===== src/rtl/cfgi2c_pkg.sv =====
package cfgi2c_pkg;

    localparam int CMD_W    = 8;
    localparam int VOL_W    = 5;
    localparam int EN_BIT   = 7;
    localparam int BASS_BIT = 6;
    localparam int GAIN_BIT = 5;
    localparam logic [CMD_W-1:0] CMD_RESET = 8'hFF;

    typedef enum logic [2:0] {
        ST_IDLE,
        ST_ADDR,
        ST_ADDR_ACK,
        ST_DATA,
        ST_DATA_ACK,
        ST_SKIP
    } fsm_state_t;

    typedef struct packed {
        logic start;
        logic stop;
        logic scl_rise;
        logic scl_fall;
    } bus_ev_t;

endpackage


===== src/rtl/cfgi2c_line_filter.sv =====
module cfgi2c_line_filter #(
    parameter int SYNC_STAGES = 2,
    parameter int FILT_LEN    = 3
) (
    input  logic clk,
    input  logic rst_n,
    input  logic line_i,
    output logic line_o
);
    localparam int CW = $clog2(FILT_LEN + 1);

    logic [SYNC_STAGES-1:0] sync_q;
    logic                   raw;
    logic [CW-1:0]          cnt_q;
    logic                   level_q;

    always_ff @(posedge clk or negedge rst_n) begin
        if (!rst_n) sync_q <= '1;
        else        sync_q <= {sync_q[SYNC_STAGES-2:0], line_i};
    end

    assign raw = sync_q[SYNC_STAGES-1];

    // the level moves only after FILT_LEN consecutive differing samples
    always_ff @(posedge clk or negedge rst_n) begin
        if (!rst_n) begin
            cnt_q   <= '0;
            level_q <= 1'b1;
        end else if (raw == level_q) begin
            cnt_q <= '0;
        end else if (cnt_q == CW'(FILT_LEN - 1)) begin
            cnt_q   <= '0;
            level_q <= raw;
        end else begin
            cnt_q <= cnt_q + 1'b1;
        end
    end

    assign line_o = level_q;
endmodule


===== src/rtl/cfgi2c_bus_events.sv =====
module cfgi2c_bus_events import cfgi2c_pkg::*; (
    input  logic    clk,
    input  logic    rst_n,
    input  logic    scl_f,
    input  logic    sda_f,
    output bus_ev_t ev
);
    logic scl_q, sda_q, start_seen_q;
    logic start_raw, stop_raw;

    always_ff @(posedge clk or negedge rst_n) begin
        if (!rst_n) begin
            scl_q        <= 1'b1;
            sda_q        <= 1'b1;
            start_seen_q <= 1'b0;
        end else begin
            scl_q <= scl_f;
            sda_q <= sda_f;
            if (start_raw)   start_seen_q <= 1'b1;
            else if (!scl_f) start_seen_q <= 1'b0;
        end
    end

    assign start_raw   = scl_f & scl_q & sda_q & ~sda_f;
    assign stop_raw    = scl_f & scl_q & ~sda_q & sda_f;

    assign ev.start    = start_raw;
    assign ev.stop     = stop_raw & ~start_seen_q;
    assign ev.scl_rise = scl_f & ~scl_q;
    assign ev.scl_fall = ~scl_f & scl_q;
endmodule


===== src/rtl/cfgi2c_ctrl_fsm.sv =====
module cfgi2c_ctrl_fsm import cfgi2c_pkg::*; #(
    parameter logic [5:0] DEV_ADDR_HI = 6'b100110
) (
    input  logic             clk,
    input  logic             rst_n,
    input  bus_ev_t          ev,
    input  logic             sda_f,
    input  logic             addr_sel_i,
    output logic             sda_oe,
    output logic             commit,
    output logic [CMD_W-1:0] pend_byte
);
    localparam int BCW = $clog2(CMD_W + 1);

    fsm_state_t       state_q, state_d;
    logic [BCW-1:0]   bit_cnt_q;
    logic [CMD_W-1:0] shift_q;
    logic [CMD_W-1:0] pend_q;
    logic             pend_vld_q;
    logic             rw_q;
    logic             byte_done;
    logic             addr_hit;
    logic             shifting;

    assign byte_done = (bit_cnt_q == BCW'(CMD_W));
    assign addr_hit  = (shift_q[7:1] == {DEV_ADDR_HI, addr_sel_i});
    assign shifting  = (state_q == ST_ADDR) || (state_q == ST_DATA);

    always_comb begin
        state_d = state_q;
        if (ev.start) begin
            state_d = ST_ADDR;
        end else if (ev.stop) begin
            state_d = ST_IDLE;
        end else begin
            unique case (state_q)
                ST_IDLE:     state_d = ST_IDLE;
                ST_ADDR:     if (ev.scl_fall && byte_done)
                                 state_d = addr_hit ? ST_ADDR_ACK : ST_SKIP;
                ST_ADDR_ACK: if (ev.scl_fall)
                                 state_d = rw_q ? ST_SKIP : ST_DATA;
                ST_DATA:     if (ev.scl_fall && byte_done)
                                 state_d = ST_DATA_ACK;
                ST_DATA_ACK: if (ev.scl_fall)
                                 state_d = ST_SKIP;
                ST_SKIP:     state_d = ST_SKIP;
                default:     state_d = ST_IDLE;
            endcase
        end
    end

    always_ff @(posedge clk or negedge rst_n) begin
        if (!rst_n) state_q <= ST_IDLE;
        else        state_q <= state_d;
    end

    always_ff @(posedge clk or negedge rst_n) begin
        if (!rst_n) begin
            bit_cnt_q  <= '0;
            shift_q    <= '0;
            pend_q     <= '0;
            pend_vld_q <= 1'b0;
            rw_q       <= 1'b0;
        end else if (ev.start || ev.stop) begin
            bit_cnt_q  <= '0;
            pend_vld_q <= 1'b0;
        end else begin
            if (ev.scl_rise && shifting && !byte_done) begin
                shift_q   <= {shift_q[CMD_W-2:0], sda_f};
                bit_cnt_q <= bit_cnt_q + 1'b1;
            end
            if (ev.scl_fall && state_q == ST_ADDR && byte_done)
                rw_q <= shift_q[0];
            if (ev.scl_fall && state_q == ST_ADDR_ACK)
                bit_cnt_q <= '0;
            if (ev.scl_fall && state_q == ST_DATA && byte_done) begin
                pend_q     <= shift_q;
                pend_vld_q <= 1'b1;
            end
        end
    end

    always_comb begin
        unique case (state_q)
            ST_ADDR_ACK, ST_DATA_ACK: sda_oe = 1'b1;
            default:                  sda_oe = 1'b0;
        endcase
        commit    = ev.stop & pend_vld_q;
        pend_byte = pend_q;
    end
endmodule


===== src/rtl/cfgi2c_slave.sv =====
module cfgi2c_slave import cfgi2c_pkg::*; #(
    parameter int         SYNC_STAGES = 2,
    parameter int         FILT_LEN    = 3,
    parameter logic [5:0] DEV_ADDR_HI = 6'b100110
) (
    input  logic             clk,
    input  logic             rst_n,
    input  logic             scl_i,
    input  logic             sda_i,
    output logic             sda_oe_o,
    input  logic             addr_sel_i,
    input  logic             shdn_n_i,
    output logic             amp_en_o,
    output logic             bass_en_o,
    output logic             gain_hi_o,
    output logic [VOL_W-1:0] vol_o
);
    localparam int NLINES = 2;

    logic [NLINES-1:0] lines_raw;
    logic [NLINES-1:0] lines_filt;
    bus_ev_t           bus_ev;
    logic              commit_w;
    logic [CMD_W-1:0]  pend_w;
    logic [CMD_W-1:0]  cmd_q;

    // index 0 is the clock line, index 1 the data line
    assign lines_raw = {sda_i, scl_i};

    for (genvar g = 0; g < NLINES; g++) begin : g_line
        cfgi2c_line_filter #(
            .SYNC_STAGES(SYNC_STAGES),
            .FILT_LEN   (FILT_LEN)
        ) u_filt (
            .clk   (clk),
            .rst_n (rst_n),
            .line_i(lines_raw[g]),
            .line_o(lines_filt[g])
        );
    end

    cfgi2c_bus_events u_events (
        .clk  (clk),
        .rst_n(rst_n),
        .scl_f(lines_filt[0]),
        .sda_f(lines_filt[1]),
        .ev   (bus_ev)
    );

    cfgi2c_ctrl_fsm #(
        .DEV_ADDR_HI(DEV_ADDR_HI)
    ) u_fsm (
        .clk       (clk),
        .rst_n     (rst_n),
        .ev        (bus_ev),
        .sda_f     (lines_filt[1]),
        .addr_sel_i(addr_sel_i),
        .sda_oe    (sda_oe_o),
        .commit    (commit_w),
        .pend_byte (pend_w)
    );

    always_ff @(posedge clk or negedge rst_n) begin
        if (!rst_n)        cmd_q <= CMD_RESET;
        else if (commit_w) cmd_q <= pend_w;
    end

    assign amp_en_o  = shdn_n_i & cmd_q[EN_BIT];
    assign bass_en_o = cmd_q[BASS_BIT];
    assign gain_hi_o = cmd_q[GAIN_BIT];
    assign vol_o     = cmd_q[VOL_W-1:0];
endmodule


===== config.mk =====
export PLATFORM = sky130hd
export DESIGN_NAME = cfgi2c_slave
export DESIGN_NICKNAME = d
export VERILOG_FILES = /design/src/rtl/cfgi2c_pkg.sv /design/src/rtl/cfgi2c_line_filter.sv /design/src/rtl/cfgi2c_bus_events.sv /design/src/rtl/cfgi2c_ctrl_fsm.sv /design/src/rtl/cfgi2c_slave.sv
export SDC_FILE = /design/constraint.sdc
export NUM_CORES = 1
export LEC_CHECK = 0
export BUFFER_PORTS_ARGS = -buffer_cell sky130_fd_sc_hd__buf_4
export CAP_MARGIN = 40
export CORE_MARGIN = 2
export CORE_UTILIZATION = 55
export DETAILED_ROUTE_END_ITERATION = 16
export GPL_ROUTABILITY_DRIVEN = 1
export HOLD_SLACK_MARGIN = 0.12
export PLACE_DENSITY = 0.74
export SLEW_MARGIN = 20
export SYNTH_ARGS = -nofsm -noshare
export SYNTH_HDL_FRONTEND = slang
export SYNTH_SLANG_ARGS = --single-unit

===== constraint.sdc =====
create_clock -name clk -period 2.1 [get_ports clk]
set_input_delay 0.63 -clock clk [delete_from_list [all_inputs] [get_ports clk]]
set_output_delay 0.63 -clock clk [all_outputs]
set_load 0.02 [all_outputs]

==> impl_metrics.ini, run 1 <==
[sta]
drv_slew = 0
fin_crit_ns = 1.94
setup-violations-final = 0
max_freq_mhz = 515
worst_slew_pin_slew_ns = 0.546
relSlewSlack = 0.633
final.setup_skew_ns = 0.00427
tns_ns = 0
min_period_over_period = 0.924
finalHoldViolCount = 0
rsz0062_at_grt = no

[floorplanning]
die_h_um = 64.9
io_pins = 15
rows = 22
initial_core_util = 0.566
die_w_um = 64.9
die-area_mm2 = 0.00421
core-area_mm2 = 0.00361

[cts]
h-tree-depth = 2
cts_tree = yes
cts_sinks = 46
clk_latency_ns = 0.30
cts_max_path_buffers = 2
cts_buffers = 5
path_clk_slew_ns = 0.08
clockRootBuffer = clkbuf_8
post_cts_resized = 0
cts_setup_buffers = 0
cts_hold_buf = 0

[grt]
grt_pass1_wl_mm = 5.98
grt_pass1_vias = 1287
antenna_found_initial = 0
grt_max_degree = 47
grt_use_total = 0.191
overflow = 0

[status]
status = finished clean

[setup_path]
crit_chain = xnor2_1 -> nor2_1 -> buf_4
timing.rr.start = u_fsm.shift_q[5]
startpoint_type = flop
cp_max_fo = 11
r2r-end = u_fsm.state_q[1]
crit_type = reg -> out
worst_setup_path_end_kind = primary output
arrival_ns = 1.31
critPathMaxStageDelay_ns = 0.51
cp.required_ns = 1.47
critPathSlowestCell = dfrtp_1
r2r_slack_ns = 0.17
rr_worst_depth = 4

[power_and_ir_drop]
power_mw = 2.69
powerDensity_mw_per_mm2 = 1200
ir_drop_mv = 0.538
p_leak_nw = 1.02

[logic_synthesis]
synth_seq_area_share = 0.574
syn_area_mm2 = 0.00204
syn_nets = 166
ys_ff_latch = 46
yosys_warnings = 0
netlist_instances = 158
postSynth.asyncResetShare = 1.00
ys.flop_type = dfrtp_1
synth.avg_cell_area_um2 = 12.9
synth_edf_count = 0
synth_cell_type_count = 40

[route]
detail-route-antenna-nets = 0
drcViolationCount = 0
dr.pass1.iters = 4
vias = 1246
totalWireLength_mm = 3.41
post_drt_wl_per_cell_um = 15.5
vias_per_cell = 5.66
drtIter0Drc = 74

[placed_design]
io_buffers = 14
routabilityCongestion = 0.825
post-place-cells = 212
hpwl_mm = 2.36

[final_layout]
final_cells = 220
fill_cells = 282
antennaDiodeCount = 0
final_layout_size_suffix_gt1_frac = 0.413
nets = 179
final_common_cell = dfrtp_1
areaGrowthSynthToFinish_pct = 10.4
final_cell_mix = dfrtp_1 (30), mux2_2 (27), dfstp_2 (16)

[min_path]
hold_class = in -> async

[run]
maxCapViolCount = 0
[cell type report]
type | instances | area, um2 | share of cell area
clock buffers | 6 | 82.6 | 0.0366
clock inverters | 2 | 12.5 | 0.00555
multi-input cells | 100 | 803 | 0.356
inverters | 3 | 11.3 | 0.00500
flip-flops and latches | 46 | 1170 | 0.520
well taps | 48 | 60.1 | 0.0267
repair buffers | 15 | 113 | 0.0500
[cell usage after synthesis (2+ instances only)]
master	count	share of area
ha_1	2	0.012
dfstp_2	16	0.21
clkbuf_1	2	0.0037
nor3_1	4	0.0098
o21ai_0	3	0.0074
o31ai_1	2	0.0074
xor2_1	3	0.013
or4b_1	2	0.0098
nand3_1	4	0.0098
and2_1	2	0.0061
nor2_1	7	0.013
buf_2	2	0.0049
xnor2_1	4	0.017
nor2b_1	4	0.012
dfrtp_1	30	0.37
nand2_1	9	0.017
mux2_2	27	0.15
nor3b_1	2	0.0074
inv_1	3	0.0055
buf_4	5	0.018
nand2b_1	5	0.015
or4_1	2	0.0074
[stage by stage]
step	cell area, um2	util	setup slack (ns)	hold WS [ns]
after floorplan	2040	-	0.187	0.334
after global placement	2160	0.599	0.0482	0.346
after detailed placement	2160	0.599	0.00381	0.347
after CTS	2250	0.625	0.169	0.330
after global routing	2250	0.625	0.0702	0.346
final	2250	0.625	0.160	0.319
[worst max path at each step]
| stage | to | slack (ns) | cells past startpoint | startpoint |
|---|---|---|---|---|
| 3_5_place_dp | u_fsm.state_q[1] | 0.004 | 5 | addr_sel_i |
| 5_1_grt | sda_oe_o | 0.07 | 3 | u_fsm.state_q[1] |
| 4_1_cts | sda_oe_o | 0.17 | 3 | u_fsm.state_q[1] |
| 6_report | sda_oe_o | 0.16 | 3 | u_fsm.state_q[1] |
| 3_3_place_gp | u_fsm.state_q[1] | 0.05 | 5 | addr_sel_i |
| 2_1_floorplan | u_fsm.state_q[1] | 0.19 | 4 | addr_sel_i |
[critical path: cells and delay by family, from the launching register on]
kind	cells	cell delay (ns)
xor gates and xnor gates	1	0.27
buffers and inverters	1	0.16
DFF	1	0.51
and+or+nand+nor	1	0.07
[logic make-up (layout without fill, tap and decap cells)]
logic type / count (synthesis) / after routing / synth area share
xor+xnor: 7 / 7 / 0.0300
flops: 46 / 46 / 0.574
fa+ha+maj: 2 / 2 / 0.0123
compound gates: 14 / 14 / 0.0527
buf+inv: 12 / 26 / 0.0325
simple gates: 49 / 49 / 0.144
mux: 28 / 28 / 0.155
[sequential cells by signal, indices dropped and copies added (netlist names), 2 cells and up]
signal / flops
u_fsm.state_q: 3
g_line.u_filt.sync_q: 4
cmd_q: 8
g_line.u_filt.cnt_q: 4
g_line.u_filt.line_o: 2
u_fsm.pend_byte: 8
u_fsm.shift_q: 8
u_fsm.bit_cnt_q: 4
[routing by layer]
| layer | vias up | wire (um) | share of wire | global-route usage |
|---|---|---|---|---|
| met5 | - | 0 | 0 | 0 |
| met4 | 0 | 62 | 0.018 | 0.0798 |
| met3 | 6 | 103 | 0.030 | 0.0538 |
| met2 | 13 | 1720 | 0.50 | 0.311 |
| met1 | 651 | 1530 | 0.45 | 0.239 |
| li1 | 576 | - | - | - |
[power by group]
part / internal [mW] / switching [mW] / total, mW / leakage (nW)
logic: 0.393 / 0.375 / 0.767 / 0.408
registers: 1.12 / 0.252 / 1.37 / 0.567
clock network: 0.264 / 0.289 / 0.553 / 0.0472
Note: power is estimated with default switching activity, not from simulation.
==> inputs of run 2 (changes only) <==
--- a/config.mk
+++ b/config.mk
@@ -5,6 +5,7 @@
 export SDC_FILE = /design/constraint.sdc
 export NUM_CORES = 1
 export LEC_CHECK = 0
+export ABC_AREA = 1
 export BUFFER_PORTS_ARGS = -buffer_cell sky130_fd_sc_hd__buf_4
 export CAP_MARGIN = 40
 export CORE_MARGIN = 2
@@ -13,6 +14,7 @@
 export GPL_ROUTABILITY_DRIVEN = 1
 export HOLD_SLACK_MARGIN = 0.12
 export PLACE_DENSITY = 0.74
+export SETUP_SLACK_MARGIN = 0.4
 export SLEW_MARGIN = 20
 export SYNTH_ARGS = -nofsm -noshare
 export SYNTH_HDL_FRONTEND = slang
==> run 2 against run 1 <==
Compared with the run above:
- setup slack improved by 0.21 ns
- highest routed layer unchanged
- utilization increased by 3.1 points
- routed wire length increased by 7.3%
- design area increased by 7.4%
==> impl_metrics.ini, run 2 <==
[status]
status = finished clean

[logic_synthesis]
yosys_warnings = 0
synth.avg_cell_area_um2 = 9.96
yosys.area.top_type = dfrtp_1
netlist_instances = 212
synth_common_cells = nand2_1 (40), dfrtp_1 (30), inv_1 (26)
synth_seq_area_share = 0.555
syn_nets = 220
synth_cell_type_count = 29
postSynth.asyncResetShare = 1.00
yosys.cell_count.top_type = nand2_1
synthTopCellsByArea = dfrtp_1 (36%), dfstp_2 (20%), nand2_1 (7.1%)
ys_ff_latch = 46
syn_area_mm2 = 0.00211
ys.flop_type = dfrtp_1
synthDominantCellAreaShare = 0.355
synth_edf_count = 0

[power_and_ir_drop]
p_leak_nw = 1.16
switching_share = 0.374
power_mw = 2.67
ir_drop_mv = 0.794
p_seq_frac = 0.480
pwr-share-clk = 0.205
powerDensity_mw_per_mm2 = 1100
p_comb_frac = 0.315
net-switching-power_uw = 998
intPower_mw = 1.67

[sta]
worst_slew_pin_slew_ns = 0.543
fin_crit_ns = 1.73
whs_ns = 0.307
max_freq_mhz = 577
tns_ns = 0
setup-violations-final = 0
finalHoldViolCount = 0
final.setup_skew_ns = 0.00539
relSlewSlack = 0.638
rsz0062_at_grt = yes
min_period_over_period = 0.826
drv_slew = 0

[setup_path]
startpoint_type = flop
crit_type = reg -> out
worst_setup_path_end_kind = primary output
arrival_ns = 1.10
cp.required_ns = 1.47
cp_max_fo = 3

[cts]
path_clk_slew_ns = 0.08
cts_max_path_buffers = 2
cts_tree = yes
cts_sinks = 46
clockRootBuffer = clkbuf_8
h-tree-depth = 2
cts_hold_buf = 0
cts_buffers = 5
clk_latency_ns = 0.30

[grt]
overflow = 0
grt_use_total = 0.185
grt_pass1_vias = 1400
grt_pass1_wl_mm = 5.96
antenna_found_initial = 0
grt_max_degree = 47

[final_layout]
antennaDiodeCount = 0
areaGrowthSynthToFinish_pct = 14.6
final_common_cell = nand2_1
nets = 242
final_cell_mix = nand2_1 (39), dfrtp_1 (29), inv_1 (24)
utilization = 0.656
final_layout_size_suffix_gt1_frac = 0.349

[floorplanning]
rows = 22
die-area_mm2 = 0.00435
core-area_mm2 = 0.00369
io_pins = 15
die_h_um = 66.0
initial_core_util = 0.573
die_w_um = 66.0

[min_path]
hold_class = in -> async

[route]
vias = 1472
totalWireLength_mm = 3.66
drtIter0Drc = 111
dr.pass1.iters = 4
drcViolationCount = 0
detail-route-antenna-nets = 0
post_drt_wl_per_cell_um = 12.9
vias_per_cell = 5.20

[placed_design]
io_buffers = 14
hpwl_mm = 2.38
routabilityCongestion = 0.806

[run]
maxCapViolCount = 0
## run 2: cell count changes in the layout (fill, tap and decap cells not counted), moves of 8 or more
cell	previous run	this run
mux2_2	27	0
o21ai_2	0	8
inv_1	3	24
mux2_4	0	8
o21ai_1	0	11
nand2_1	9	39
## run 2: final timing paths
| path | slack [ns] | endpoint | from | depth (start not counted) |
|---|---|---|---|---|
| setup / recovery | 0.37 | sda_oe_o | u_fsm.state_q[1] | 4 |
| hold / removal | 0.31 | g_line[1].u_filt.cnt_q[0] | rst_n | 1 |
| setup reg to reg | 0.53 | u_fsm.pend_byte[0] | u_fsm.bit_cnt_q[0] | 7 |
| hold reg to reg | 0.36 | g_line[0].u_filt.sync_q[1] | g_line[0].u_filt.sync_q[0] | 0 |
| max in group asynchronous | 1.40 | u_fsm.state_q[2] | rst_n | 1 |
| min in group clk | 0.36 | g_line[0].u_filt.sync_q[1] | g_line[0].u_filt.sync_q[0] | 0 |
## run 2: area by class of cell
type,count,area [um2]
inverter,30,113
multi-input combinational,129,812
tap,48,60.1
sequential,46,1170
clock inverter,1,5.00
clock buffer,7,86.3
fill,300,1270
timing repair buffer,22,173
## run 2: power by group through the flow
stage | Combinational, mW | Clock (mW) | Sequential, mW
after CTS | 0.808 | 0.560 | 1.28
after global routing | 0.961 | 0.603 | 1.31
after global placement | 0.758 | 0 | 1.29
after detailed placement | 0.786 | 0 | 1.29
after floorplan | 0.629 | 0 | 1.26
final | 0.840 | 0.548 | 1.28
## run 2: worst max-delay path, cell delays in order, from the launching register on
cell,delay (ns)
dfrtp_1,0.43
inv_2,0.09
nand3_2,0.09
nand2_2,0.09
buf_6,0.11
## run 2: repair_timing
| item | CTS | global route |
|---|---|---|
| hold endpoints to repair | 0 | 0 |
| setup buffers | 4 | 3 |
| resized for setup | 4 | 7 |
| setup endpoints to repair | 9 | 18 |
| pin swaps | 1 | 5 |
| gates cloned | 0 | 1 |
## run 2: cells by family (layout without fill, tap and decap cells)
| kind of cell | Yosys count | after routing | share of synthesized area |
|---|---|---|---|
| AOI/OAI and AO/OA | 34 | 34 | 0.0983 |
| xor gates and xnor gates | 2 | 2 | 0.00830 |
| adders and majority gates | 2 | 2 | 0.0118 |
| buffers and inverters | 38 | 60 | 0.0812 |
| DFF | 46 | 46 | 0.555 |
| muxes | 8 | 8 | 0.0569 |
| and+or+nand+nor | 82 | 83 | 0.189 |
## run 2: routing by layer
| metal | wire (um) | vias up | track usage |
|---|---|---|---|
| li1 | - | 727 | - |
| met1 | 1600 | 712 | 0.223 |
| met2 | 1820 | 26 | 0.307 |
| met3 | 157 | 7 | 0.0681 |
| met4 | 78 | 0 | 0.0587 |
| met5 | 0 | - | 0 |
## run 2: through the flow
stage | cell area, um2 | setup WS, ns | cells
6_report | 2420 | 0.366 | 283
5_1_grt | 2420 | 0.323 | 283
4_1_cts | 2360 | 0.354 | 279
3_5_place_dp | 2230 | 0.372 | 267
3_3_place_gp | 2230 | 0.469 | 267
2_1_floorplan | 2110 | 0.670 | 212
==> inputs of run 3 (changes only) <==
--- a/config.mk
+++ b/config.mk
@@ -5,11 +5,11 @@
 export SDC_FILE = /design/constraint.sdc
 export NUM_CORES = 1
 export LEC_CHECK = 0
-export ABC_AREA = 1
+export ABC_AREA = 0
 export BUFFER_PORTS_ARGS = -buffer_cell sky130_fd_sc_hd__buf_4
 export CAP_MARGIN = 40
 export CORE_MARGIN = 2
-export CORE_UTILIZATION = 55
+export CORE_UTILIZATION = 53
 export DETAILED_ROUTE_END_ITERATION = 16
 export GPL_ROUTABILITY_DRIVEN = 1
 export HOLD_SLACK_MARGIN = 0.12
==> constraint.sdc (replaced) <==
create_clock -name clk -period 1.53 [get_ports clk]
set_input_delay 0.459 -clock clk [delete_from_list [all_inputs] [get_ports clk]]
set_output_delay 0.459 -clock clk [all_outputs]
set_load 0.02 [all_outputs]
==> run 3 against run 2 <==
Compared with the run above:
- the run now ends with setup timing left
- clock-buffer cell count is the same
- flip-flop and latch count is the same
- combinational power grew to 3.3 times the previous value
- via count is 3.7% higher
- global-route usage rose by 4.4 points
- setup slack worse by 0.67 ns
- power grew 100%
- clock power increased by 34%
- highest routed layer unchanged
==> impl_metrics.ini, run 3 (synthesis results as in run 1) <==
[status]
status = finished, violations left
violations = setup timing

[min_path]
hold_class = in -> async

[route]
totalWireLength_mm = 5.22
vias_per_cell = 5.74
post_drt_wl_per_cell_um = 19.6
drtIter0Drc = 114
dr.pass1.iters = 4
detail-route-antenna-nets = 0
vias = 1527
drcViolationCount = 0

[power_and_ir_drop]
intPower_mw = 3.40
switching_share = 0.365
ir_drop_mv = 1.17
pwr-share-clk = 0.137
p_comb_frac = 0.516
net-switching-power_mw = 1.95
powerDensity_mw_per_mm2 = 1770
p_seq_frac = 0.346
power_mw = 5.35
p_leak_nw = 1.40

[final_layout]
multi_input_area_mm2 = 0.00113
final_cell_mix = buf_4 (30), dfrtp_1 (29), buf_6 (29)
final_cells = 266
utilization = 0.821
final_layout_size_suffix_gt1_frac = 0.702
final_common_cell = buf_4
fill_cells = 186
antennaDiodeCount = 0
nets = 225
ff_latch_area_mm2 = 0.00117
fin_area_mm2 = 0.00303
areaGrowthSynthToFinish_pct = 48.3

[cts]
cts_max_path_buffers = 2
cts_tree = yes
clk_latency_ns = 0.31
cts_buffers = 5
cts_hold_buf = 0
h-tree-depth = 2
clockRootBuffer = clkbuf_8
cts_sinks = 46
path_clk_slew_ns = 0.09

[setup_path]
timing.rr.start = u_fsm.shift_q[6]
r2r-end = u_fsm.state_q[2]
worst_setup_path_end_kind = flop
arrival_ns = 2.03
rr_worst_depth = 6
r2r_slack_ns = -0.30
crit_type = reg -> reg
critPathMaxStageDelay_ns = 0.55
cp_max_fo = 2
startpoint_type = flop
crit_chain = nand4bb_4 -> buf_4 -> buf_6 -> or4_4 -> a22oi_2 -> o41ai_2
cp.required_ns = 1.73
critPathSlowestCell = or4_4

[sta]
final.setup.worst_slack_ns = -0.302
whs_ns = 0.142
max_freq_mhz = 546
min_period_over_period = 1.20
fin_crit_ns = 1.83
relSlewSlack = 0.626
rsz0062_at_grt = yes
setup-violations-final = 34
worst_slew_pin_slew_ns = 0.561
drv_slew = 0
tns_ns = -5.40
finalHoldViolCount = 0
final.setup_skew_ns = 0.0166

[placed_design]
routabilityCongestion = 0.807
hpwl_mm = 2.66
placed_cell_area_mm2 = 0.00245
place_ws_ns = -0.323
post-place-cells = 236
io_buffers = 14

[floorplanning]
rows = 22
io_pins = 15
core-area_mm2 = 0.00369
initial_core_util = 0.553
die-area_mm2 = 0.00436
die_h_um = 66.1
die_w_um = 66.1

[grt]
grt_pass1_wl_mm = 7.31
antenna_found_initial = 0
grt_max_degree = 47
grt_use_total = 0.229
overflow = 0
grt_pass1_vias = 1538

[run]
maxCapViolCount = 0
-- run 3: cell types whose count changed in the layout (fill, tap and decap cells not counted), sizes merged, moves of 4 or more --
cell,previous run,this run
inv,30,3
o21ai,24,3
nor2,16,7
buf,22,60
nand2,44,10
mux2,8,28
nand2b,0,5
nor2b,0,4
a21oi,5,1
nand3,14,4
-- run 3: final cells by class --
| class | instances | area share |
|---|---|---|
| Sequential cell | 46 | 0.387 |
| Inverter | 3 | 0.00372 |
| Clock buffer | 7 | 0.0252 |
| Clock inverter | 1 | 0.00248 |
| Multi-Input combinational cell | 101 | 0.374 |
| Timing Repair Buffer | 60 | 0.187 |
| Tap cell | 48 | 0.0198 |
-- run 3: routing by layer --
layer,vias up,track usage,share of wire
li1,674,-,-
met1,780,0.301,0.41
met2,52,0.361,0.51
met3,21,0.0545,0.043
met4,0,0.105,0.042
met5,-,0,0
-- run 3: power groups by stage --
stage	combinational, mW	sequential [mW]	clock (mW)
6_report	2.76	1.85	0.733
5_1_grt	2.92	1.88	0.797
4_1_cts	2.25	1.78	0.735
3_5_place_dp	1.84	1.80	0
3_3_place_gp	1.76	1.77	0
2_1_floorplan	1.24	1.76	0
-- run 3: how the worst max path moves through the flow --
| stage | from | endpoint | depth (start not counted) |
|---|---|---|---|
| 2_1_floorplan | u_fsm.shift_q[5] | u_fsm.state_q[1] | 4 |
| 3_3_place_gp | addr_sel_i | u_fsm.state_q[1] | 5 |
| 3_5_place_dp | addr_sel_i | u_fsm.state_q[1] | 5 |
| 4_1_cts | u_fsm.shift_q[6] | u_fsm.state_q[1] | 4 |
| 5_1_grt | u_fsm.shift_q[6] | u_fsm.state_q[2] | 6 |
| 6_report | u_fsm.shift_q[6] | u_fsm.state_q[2] | 6 |
-- run 3: critical path: cells and delay by family, from the launching register on --
| kind | cells | cell delay (ns) |
|---|---|---|
| and+or+nand+nor | 2 | 0.79 |
| AOI/OAI and AO/OA | 2 | 0.28 |
| DFF | 1 | 0.40 |
| buffers and inverters | 2 | 0.28 |
-- run 3: timing repair --
| action | in CTS | in global routing |
|---|---|---|
| pin swaps | 15 | 14 |
| resized for setup | 40 | 33 |
| setup endpoints to repair | 43 | 46 |
| gates cloned | 1 | 0 |
| hold endpoints to repair | 0 | 0 |
| setup buffers | 11 | 10 |
